==> src/rtl/dlq_pkg.sv <==
package dlq_pkg;

    // Controller phases for the head request
    typedef enum logic [2:0] {
        PH_IDLE   = 3'd0,  // choose: launch head or drop it as stale
        PH_SEND   = 3'd1,  // lo_req driven this cycle
        PH_AWAIT  = 3'd2,  // outstanding, racing confirm against deadline
        PH_ABORT  = 3'd3,  // clear driven, waiting for acknowledge
        PH_RETIRE = 3'd4   // status pulse and pop
    } phase_t;

endpackage

==> src/rtl/dlq_timebase.sv <==
module dlq_timebase #(
    parameter int TIME_W = 16
) (
    input  logic              clk,
    input  logic              rst_n,
    output logic [TIME_W-1:0] now_o
);
    logic [TIME_W-1:0] now_d, now_q;

    always_comb begin
        now_d = now_q + TIME_W'(1);
    end

    always_ff @(posedge clk) begin
        if (!rst_n) now_q <= '0;
        else        now_q <= now_d;
    end

    assign now_o = now_q;

    p_tick_r10: assert property (@(posedge clk) disable iff (!rst_n)
        $past(rst_n) |-> now_q == $past(now_q) + TIME_W'(1));

endmodule

==> src/rtl/dlq_entry_fifo.sv <==
module dlq_entry_fifo #(
    parameter int DATA_W = 16,
    parameter int TIME_W = 16,
    parameter int DEPTH  = 4
) (
    input  logic              clk,
    input  logic              rst_n,
    input  logic              push_i,
    input  logic [DATA_W-1:0] data_i,
    input  logic [TIME_W-1:0] stamp_i,
    input  logic              pop_i,
    output logic [DATA_W-1:0] head_data_o,
    output logic [TIME_W-1:0] head_stamp_o,
    output logic              empty_o,
    output logic              full_o
);
    localparam int PTR_W = (DEPTH > 1) ? $clog2(DEPTH) : 1;
    localparam int CNT_W = $clog2(DEPTH + 1);

    typedef struct packed {
        logic [PTR_W-1:0] wr;
        logic [PTR_W-1:0] rd;
        logic [CNT_W-1:0] cnt;
    } fifo_st_t;

    fifo_st_t s_d, s_q;

    logic [DATA_W-1:0] data_mem  [DEPTH];
    logic [TIME_W-1:0] stamp_mem [DEPTH];

    function automatic logic [PTR_W-1:0] bump(input logic [PTR_W-1:0] p);
        return (p == PTR_W'(DEPTH - 1)) ? '0 : p + PTR_W'(1);
    endfunction

    always_comb begin
        s_d = s_q;
        if (push_i) s_d.wr = bump(s_q.wr);
        if (pop_i)  s_d.rd = bump(s_q.rd);
        s_d.cnt = s_q.cnt + CNT_W'(push_i) - CNT_W'(pop_i);
    end

    always_ff @(posedge clk) begin
        if (!rst_n) s_q <= '0;
        else        s_q <= s_d;
    end

    always_ff @(posedge clk) begin
        for (int i = 0; i < DEPTH; i++) begin
            if (push_i && s_q.wr == PTR_W'(i)) begin
                data_mem[i]  <= data_i;
                stamp_mem[i] <= stamp_i;
            end
        end
    end

    assign head_data_o  = data_mem[s_q.rd];
    assign head_stamp_o = stamp_mem[s_q.rd];
    assign empty_o      = (s_q.cnt == '0);
    assign full_o       = (s_q.cnt == CNT_W'(DEPTH));

    p_no_overflow_r3: assert property (@(posedge clk) disable iff (!rst_n)
        push_i |-> s_q.cnt < CNT_W'(DEPTH));

    p_no_underflow_r2: assert property (@(posedge clk) disable iff (!rst_n)
        pop_i |-> s_q.cnt != '0);

endmodule

==> src/rtl/dlq_deadline.sv <==
module dlq_deadline #(
    parameter int TIME_W = 16
) (
    input  logic              clk,
    input  logic              rst_n,
    input  logic [TIME_W-1:0] now_i,
    input  logic [TIME_W-1:0] stamp_i,
    input  logic [TIME_W-1:0] bound_i,
    input  logic              arm_i,
    input  logic              disarm_i,
    output logic              head_late_o,
    output logic              expired_o
);
    typedef struct packed {
        logic              armed;
        logic [TIME_W-1:0] due;
    } tmr_st_t;

    tmr_st_t t_d, t_q;
    logic [TIME_W-1:0] head_due;

    // deadline reached when (now - due) is non-negative modulo 2^TIME_W
    function automatic logic reached(input logic [TIME_W-1:0] now,
                                     input logic [TIME_W-1:0] due);
        logic [TIME_W-1:0] gap;
        gap = now - due;
        return ~gap[TIME_W-1];
    endfunction

    always_comb begin
        head_due = stamp_i + bound_i;
        t_d = t_q;
        if (arm_i) begin
            t_d.armed = 1'b1;
            t_d.due   = head_due;
        end else if (disarm_i) begin
            t_d.armed = 1'b0;
        end
    end

    always_ff @(posedge clk) begin
        if (!rst_n) t_q <= '0;
        else        t_q <= t_d;
    end

    assign head_late_o = reached(now_i, head_due);
    assign expired_o   = t_q.armed && reached(now_i, t_q.due);

    p_due_held_r6: assert property (@(posedge clk) disable iff (!rst_n)
        (t_q.armed && !arm_i) |=> $stable(t_q.due));

    p_arm_when_fresh_r9: assert property (@(posedge clk) disable iff (!rst_n)
        arm_i |-> !head_late_o);

endmodule

==> src/rtl/dlq_ctrl.sv <==
module dlq_ctrl
    import dlq_pkg::*;
(
    input  logic clk,
    input  logic rst_n,
    input  logic empty_i,
    input  logic head_late_i,
    input  logic expired_i,
    input  logic cfm_i,
    input  logic clr_ack_i,
    output logic pop_o,
    output logic arm_o,
    output logic disarm_o,
    output logic lo_req_o,
    output logic lo_clear_o,
    output logic st_valid_o,
    output logic st_ok_o
);
    typedef struct packed {
        phase_t ph;
        logic   ok;
    } ctl_st_t;

    ctl_st_t c_d, c_q;
    logic    live;

    always_comb begin
        c_d      = c_q;
        pop_o    = 1'b0;
        arm_o    = 1'b0;
        disarm_o = 1'b0;
        live     = (c_q.ph == PH_SEND) || (c_q.ph == PH_AWAIT);
        case (c_q.ph)
            PH_IDLE: begin
                if (!empty_i) begin
                    if (head_late_i) begin
                        c_d.ph = PH_RETIRE;
                        c_d.ok = 1'b0;
                    end else begin
                        c_d.ph = PH_SEND;
                        arm_o  = 1'b1;
                    end
                end
            end
            PH_SEND, PH_AWAIT: begin
                // a confirm wins a tie with the deadline
                if (cfm_i) begin
                    c_d.ph   = PH_RETIRE;
                    c_d.ok   = 1'b1;
                    disarm_o = 1'b1;
                end else if (expired_i) begin
                    c_d.ph   = PH_ABORT;
                    disarm_o = 1'b1;
                end else begin
                    c_d.ph = PH_AWAIT;
                end
            end
            PH_ABORT: begin
                if (clr_ack_i) begin
                    c_d.ph = PH_RETIRE;
                    c_d.ok = 1'b0;
                end
            end
            PH_RETIRE: begin
                pop_o  = 1'b1;
                c_d.ph = PH_IDLE;
            end
            default: c_d.ph = PH_IDLE;
        endcase
    end

    always_ff @(posedge clk) begin
        if (!rst_n) c_q <= '{ph: PH_IDLE, ok: 1'b0};
        else        c_q <= c_d;
    end

    assign lo_req_o   = (c_q.ph == PH_SEND);
    assign lo_clear_o = (c_q.ph == PH_ABORT);
    assign st_valid_o = (c_q.ph == PH_RETIRE);
    assign st_ok_o    = c_q.ok;

    p_req_single_r4: assert property (@(posedge clk) disable iff (!rst_n)
        lo_req_o |=> !lo_req_o);

    p_clear_held_r7: assert property (@(posedge clk) disable iff (!rst_n)
        (lo_clear_o && !clr_ack_i) |=> lo_clear_o);

    p_no_req_in_clear_r7: assert property (@(posedge clk) disable iff (!rst_n)
        lo_clear_o |-> !lo_req_o);

    p_fail_after_ack_r7: assert property (@(posedge clk) disable iff (!rst_n)
        (lo_clear_o && clr_ack_i) |=> (st_valid_o && !st_ok_o));

    p_confirm_wins_r8: assert property (@(posedge clk) disable iff (!rst_n)
        (live && cfm_i) |=> (st_valid_o && st_ok_o && !lo_clear_o));

    p_stale_dropped_r9: assert property (@(posedge clk) disable iff (!rst_n)
        (c_q.ph == PH_IDLE && !empty_i && head_late_i) |=>
            (st_valid_o && !st_ok_o && !lo_req_o));

endmodule

==> src/rtl/deadline_stream_queue.sv <==
module deadline_stream_queue #(
    parameter int DATA_W = 16,
    parameter int TIME_W = 16,
    parameter int DEPTH  = 4
) (
    input  logic              clk,
    input  logic              rst_n,
    input  logic [TIME_W-1:0] delay_bound,
    input  logic              up_valid,
    input  logic [DATA_W-1:0] up_data,
    output logic              up_ready,
    output logic              lo_req,
    output logic [DATA_W-1:0] lo_data,
    input  logic              lo_cfm,
    output logic              lo_clear,
    input  logic              lo_clr_ack,
    output logic              st_valid,
    output logic              st_ok
);
    logic [TIME_W-1:0] now;
    logic [TIME_W-1:0] head_stamp;
    logic              push, pop, empty, full;
    logic              arm, disarm, head_late, expired;

    assign up_ready = !full;
    assign push     = up_valid && !full;

    dlq_timebase #(.TIME_W(TIME_W)) u_time (
        .clk   (clk),
        .rst_n (rst_n),
        .now_o (now)
    );

    dlq_entry_fifo #(.DATA_W(DATA_W), .TIME_W(TIME_W), .DEPTH(DEPTH)) u_fifo (
        .clk          (clk),
        .rst_n        (rst_n),
        .push_i       (push),
        .data_i       (up_data),
        .stamp_i      (now),
        .pop_i        (pop),
        .head_data_o  (lo_data),
        .head_stamp_o (head_stamp),
        .empty_o      (empty),
        .full_o       (full)
    );

    dlq_deadline #(.TIME_W(TIME_W)) u_deadline (
        .clk         (clk),
        .rst_n       (rst_n),
        .now_i       (now),
        .stamp_i     (head_stamp),
        .bound_i     (delay_bound),
        .arm_i       (arm),
        .disarm_i    (disarm),
        .head_late_o (head_late),
        .expired_o   (expired)
    );

    dlq_ctrl u_ctrl (
        .clk         (clk),
        .rst_n       (rst_n),
        .empty_i     (empty),
        .head_late_i (head_late),
        .expired_i   (expired),
        .cfm_i       (lo_cfm),
        .clr_ack_i   (lo_clr_ack),
        .pop_o       (pop),
        .arm_o       (arm),
        .disarm_o    (disarm),
        .lo_req_o    (lo_req),
        .lo_clear_o  (lo_clear),
        .st_valid_o  (st_valid),
        .st_ok_o     (st_ok)
    );

endmodule

==> config.mk <==
export PLATFORM = sky130hd
export DESIGN_NAME = deadline_stream_queue
export DESIGN_NICKNAME = d
export VERILOG_FILES = /design/src/rtl/dlq_pkg.sv /design/src/rtl/dlq_timebase.sv /design/src/rtl/dlq_entry_fifo.sv /design/src/rtl/dlq_deadline.sv /design/src/rtl/dlq_ctrl.sv /design/src/rtl/deadline_stream_queue.sv
export SDC_FILE = /design/constraint.sdc
export NUM_CORES = 1
export LEC_CHECK = 0
export BUFFER_PORTS_ARGS = -buffer_cell sky130_fd_sc_hd__buf_2
export CELL_PAD_IN_SITES_DETAIL_PLACEMENT = 1
export CELL_PAD_IN_SITES_GLOBAL_PLACEMENT = 2
export CORE_ASPECT_RATIO = 1.75
export CORE_MARGIN = 4
export CORE_UTILIZATION = 43
export DETAILED_ROUTE_END_ITERATION = 8
export PLACE_DENSITY = 0.83
export SYNTH_ARGS = -nofsm -noshare
export SYNTH_HDL_FRONTEND = slang
export SYNTH_SLANG_ARGS = --single-unit
==> constraint.sdc <==
create_clock -name clk -period 6.05 [get_ports clk]
set_input_delay 0.3025 -clock clk [delete_from_list [all_inputs] [get_ports clk]]
set_output_delay 0.3025 -clock clk [all_outputs]
set_load 0.005 [all_outputs]
==> flow_metrics.env <==
export IMPL_via_count=4887
export IMPL_cts_buffer_depth=2
export IMPL_finalWirelength_microns=18000
export IMPL_rows=65
export IMPL_firstDrtPassIters=4
export IMPL_clkLatencyLatePin_ns=0.43
export IMPL_grtUsageTotal_pct=18.0
export IMPL_combPwrFrac_pct=33.8
export IMPL_crit_path_end_kind="flip-flop"
export IMPL_status="finished clean"
export IMPL_syn_avg_cell_area_sq_um=14.2
export IMPL_syn_inst=566
export IMPL_clk_pin_slew_ns=0.07
export IMPL_cts_sinks=174
export IMPL_seqPwrFrac_pct=39.4
export IMPL_clkPwrFrac_pct=26.8
export IMPL_power_internal_w=0.00252
export IMPL_synth_xor_area_share_pct=3.87
export IMPL_synth_mux_area_share_pct=8.96
export IMPL_finClkSkew_ns=0.0110
export IMPL_synth_edf_count=128
export IMPL_min_period_ns=5.40
export IMPL_io_pins=58
export IMPL_drive_above_1_share_pct=23.7
export IMPL_initial_core_util_pct=44.2
export IMPL_drc=0
export IMPL_hold_violations=0
export IMPL_final_period_utilization_pct=89.2
export IMPL_pre_cts_ws_ns=0.710
export IMPL_yosysSeqAreaShare_pct=59.2
export IMPL_hold_path_class="input port to flip-flop"
export IMPL_cts_buffers=17
export IMPL_syn_cell_area_sq_um=8040
export IMPL_post_cts_resized=0
export IMPL_cp_max_fo=24
export IMPL_hpwlAfterDp_microns=12900
export IMPL_drv_cap=0
export IMPL_report_final_slew_viol_count=0
export IMPL_timing_worst_setup_path_type="flip-flop to flip-flop"
export IMPL_die_w_microns=111
export IMPL_ys_async_sr_fraction_pct=0
export IMPL_grt_ovfl_total=0
export IMPL_vdd_ir_drop_max_uv=203
export IMPL_grt_max_degree=33
export IMPL_antenna_left=0
export IMPL_synth_compound_area_share_pct=10.2
export IMPL_drt_iter0_drc=266
export IMPL_area_delta_synth_final_pct=14.1
export IMPL_fmax_ghz=0.185
export IMPL_dieArea_sq_um=21000
export IMPL_finalSetupTns_ns=0
export IMPL_post_cts_buffers=0
export IMPL_min_from="up_data[14]"
export IMPL_p_leak_nw=3.43
export IMPL_final_nets=722
export IMPL_synth_simple_area_share_pct=6.80
export IMPL_critPathRequiredTime_ns=6.37
export IMPL_synth_warnings=0
export IMPL_setup_viol=0
export IMPL_synth_distinct_cells=52
export IMPL_relSlewSlack_pct=60.9
export IMPL_synth_top_family_by_area="compound AO/OA/AOI/OAI gates"
export IMPL_p_sw_share_pct=34.6
export IMPL_arrival_ns=5.72
export IMPL_p_per_area_nw_per_um2=420
export IMPL_worst_r2r_cell_count=17
export IMPL_grt_pass1_vias=5568
export IMPL_worst_setup_path_start_kind="flip-flop"
export IMPL_vias_per_cell=5.56
export IMPL_gp_congestion=0.803
export IMPL_rsz0062_at_grt="false"
export IMPL_setup_ws_ns=0.651
export IMPL_port_buffers=57
export IMPL_synthesis_nets=656
export IMPL_wire_per_inst_microns=20.5
export IMPL_fp_coreArea_sq_um=18200
export IMPL_p_sw_w=0.00133
export IMPL_synthAdderAreaFrac_pct=8.43
export IMPL_tightest_slew_ns=0.586
export IMPL_n_antenna_cell=0
export IMPL_htree_levels=4
export IMPL_whs_path_depth=1
export IMPL_cts_tree="done"
export IMPL_grt_pass1_wl_microns=29200
export IMPL_whs_ns=0.0954
export IMPL_postCtsHoldBufs=0
export IMPL_clockRootBuffer="clkbuf_16"
export IMPL_synth_ff_type="edfxtp_1"
export IMPL_grt_antenna_before_repair=0
export IMPL_die_height_microns=189
export IMPL_synth_seq_cells=174
[synthesized netlist by cell type (2+ instances only)]
master	number	area share (%)
edfxtp_1	128	48
ha_1	51	7.9
dfxtp_1	46	11
nor2_1	41	1.9
mux4_2	32	9.0
a21oi_1	30	1.9
inv_1	30	1.4
xor2_1	19	2.1
nand2_1	18	0.84
o21ai_0	14	0.87
nand3_1	13	0.81
o211ai_1	12	1.1
a21o_1	11	1.0
xnor2_1	11	1.2
clkbuf_1	10	0.47
o31ai_2	9	1.4
a211oi_1	8	0.75
nand4_1	8	0.62
and3_1	7	0.54
buf_1	6	0.28
nand2b_1	5	0.39
and2_1	4	0.31
nor3_1	4	0.25
o21a_1	4	0.37
a31oi_1	3	0.23
o21bai_1	3	0.28
o31ai_1	3	0.28
or3_1	3	0.23
a21oi_2	2	0.22
a41oi_1	2	0.22
and3b_1	2	0.22
buf_6	2	0.28
fa_1	2	0.50
nor2b_1	2	0.16
o21ai_2	2	0.22
or4_1	2	0.19
xnor2_2	2	0.40
[per-stage QoR]
| stage | util (%) | instance area, sq um | cells | power, W |
|---|---|---|---|---|
| final | 50.4 | 9180 | 879 | 0.00385 |
| after global routing | 50.4 | 9180 | 879 | 0.00411 |
| after CTS | 50.4 | 9180 | 879 | 0.00391 |
| after detailed placement | 47.2 | 8600 | 847 | 0.00286 |
| after global placement | 47.2 | 8600 | 847 | 0.00278 |
| after floorplan | - | 8040 | 566 | 0.00249 |
[sequential cells by signal (all words and copies together) (netlist names), named ones only]
| signal | flops |
|---|---|
| u_fifo.data_mem | 64 |
| u_ctrl.st_ok_o | 1 |
| u_ctrl.c_q | 3 |
| u_fifo.stamp_mem | 64 |
| u_time.now_o | 16 |
| u_fifo.s_q | 7 |
| u_deadline.t_q | 17 |
[cell usage in the layout (no fill, tap or decap), drive strengths merged, types with 3 or more instances in the layout]
master,instances
nand2,19
o21bai,3
o211ai,12
mux4,32
inv,33
o21ai,16
and3,7
dfxtp,46
nor3,4
a21o,11
clkbuf,19
buf,66
and2,4
clkinv,8
a211oi,8
nand3,13
o31ai,12
edfxtp,128
or3,3
nor2,42
a31oi,4
nand2b,5
ha,51
xnor2,13
nand4,8
o21a,4
a21oi,32
xor2,20
[per-layer routing]
layer	share of wire [%]	wire length [microns]	track usage, %	up-vias
li1	-	-	-	2296
met1	37	6710	18.9	2474
met2	57	10300	34.4	83
met3	2.5	451	3.33	34
met4	3.1	561	7.87	0
met5	0	0	0	-
[power by group through the flow]
stage | logic (W) | clock network (W) | registers, W
final | 0.00130 | 0.00103 | 0.00152
after global routing | 0.00146 | 0.00112 | 0.00153
after floorplan | 0.000979 | 0 | 0.00151
after global placement | 0.00125 | 0 | 0.00153
after detailed placement | 0.00131 | 0 | 0.00154
after CTS | 0.00133 | 0.00106 | 0.00152
[critical path, cell delays in order, from the launching register on]
cell,delay (ns)
dfxtp_1,0.65
buf_4,0.45
mux4_2,0.36
ha_1,0.26
a2111oi_4,0.39
o31ai_2,0.15
a41o_1,0.31
a21oi_1,0.22
o21ai_0,0.13
xnor2_1,0.23
ha_1,0.29
a21o_1,0.16
a21oi_1,0.19
o311ai_0,0.17
o211ai_1,0.44
xnor2_2,0.27
nand2_2,0.29
a31o_2,0.31
[cell families after synthesis]
| family | after synthesis |
|---|---|
| and+or+nand+nor | 113 |
| AOI/OAI and AO/OA | 112 |
| xor gates and xnor gates | 33 |
| muxes | 32 |
| DFF | 174 |
| buffers and inverters | 49 |
| adders and majority gates | 53 |
[area by class of cell]
type                       instances  area [sq um]
inverter                          30           113
tap                              234           293
multi-input combinational        343          3080
clock buffer                      19           464
fill                            1850          9040
clock inverter                    13           108
timing repair buffer              66           353
sequential                       174          4770
[path summary, 6_finish.rpt]
kind | to | slack, ns
worst min register to register | u_deadline.t_q[1] | 0.48
worst max register to register | u_deadline.t_q[14] | 0.65
worst max-delay path | u_deadline.t_q[14] | 0.65
worst min-delay path | u_fifo.data_mem[0][14] | 0.1
Note: power is estimated with default switching activity, not from simulation.
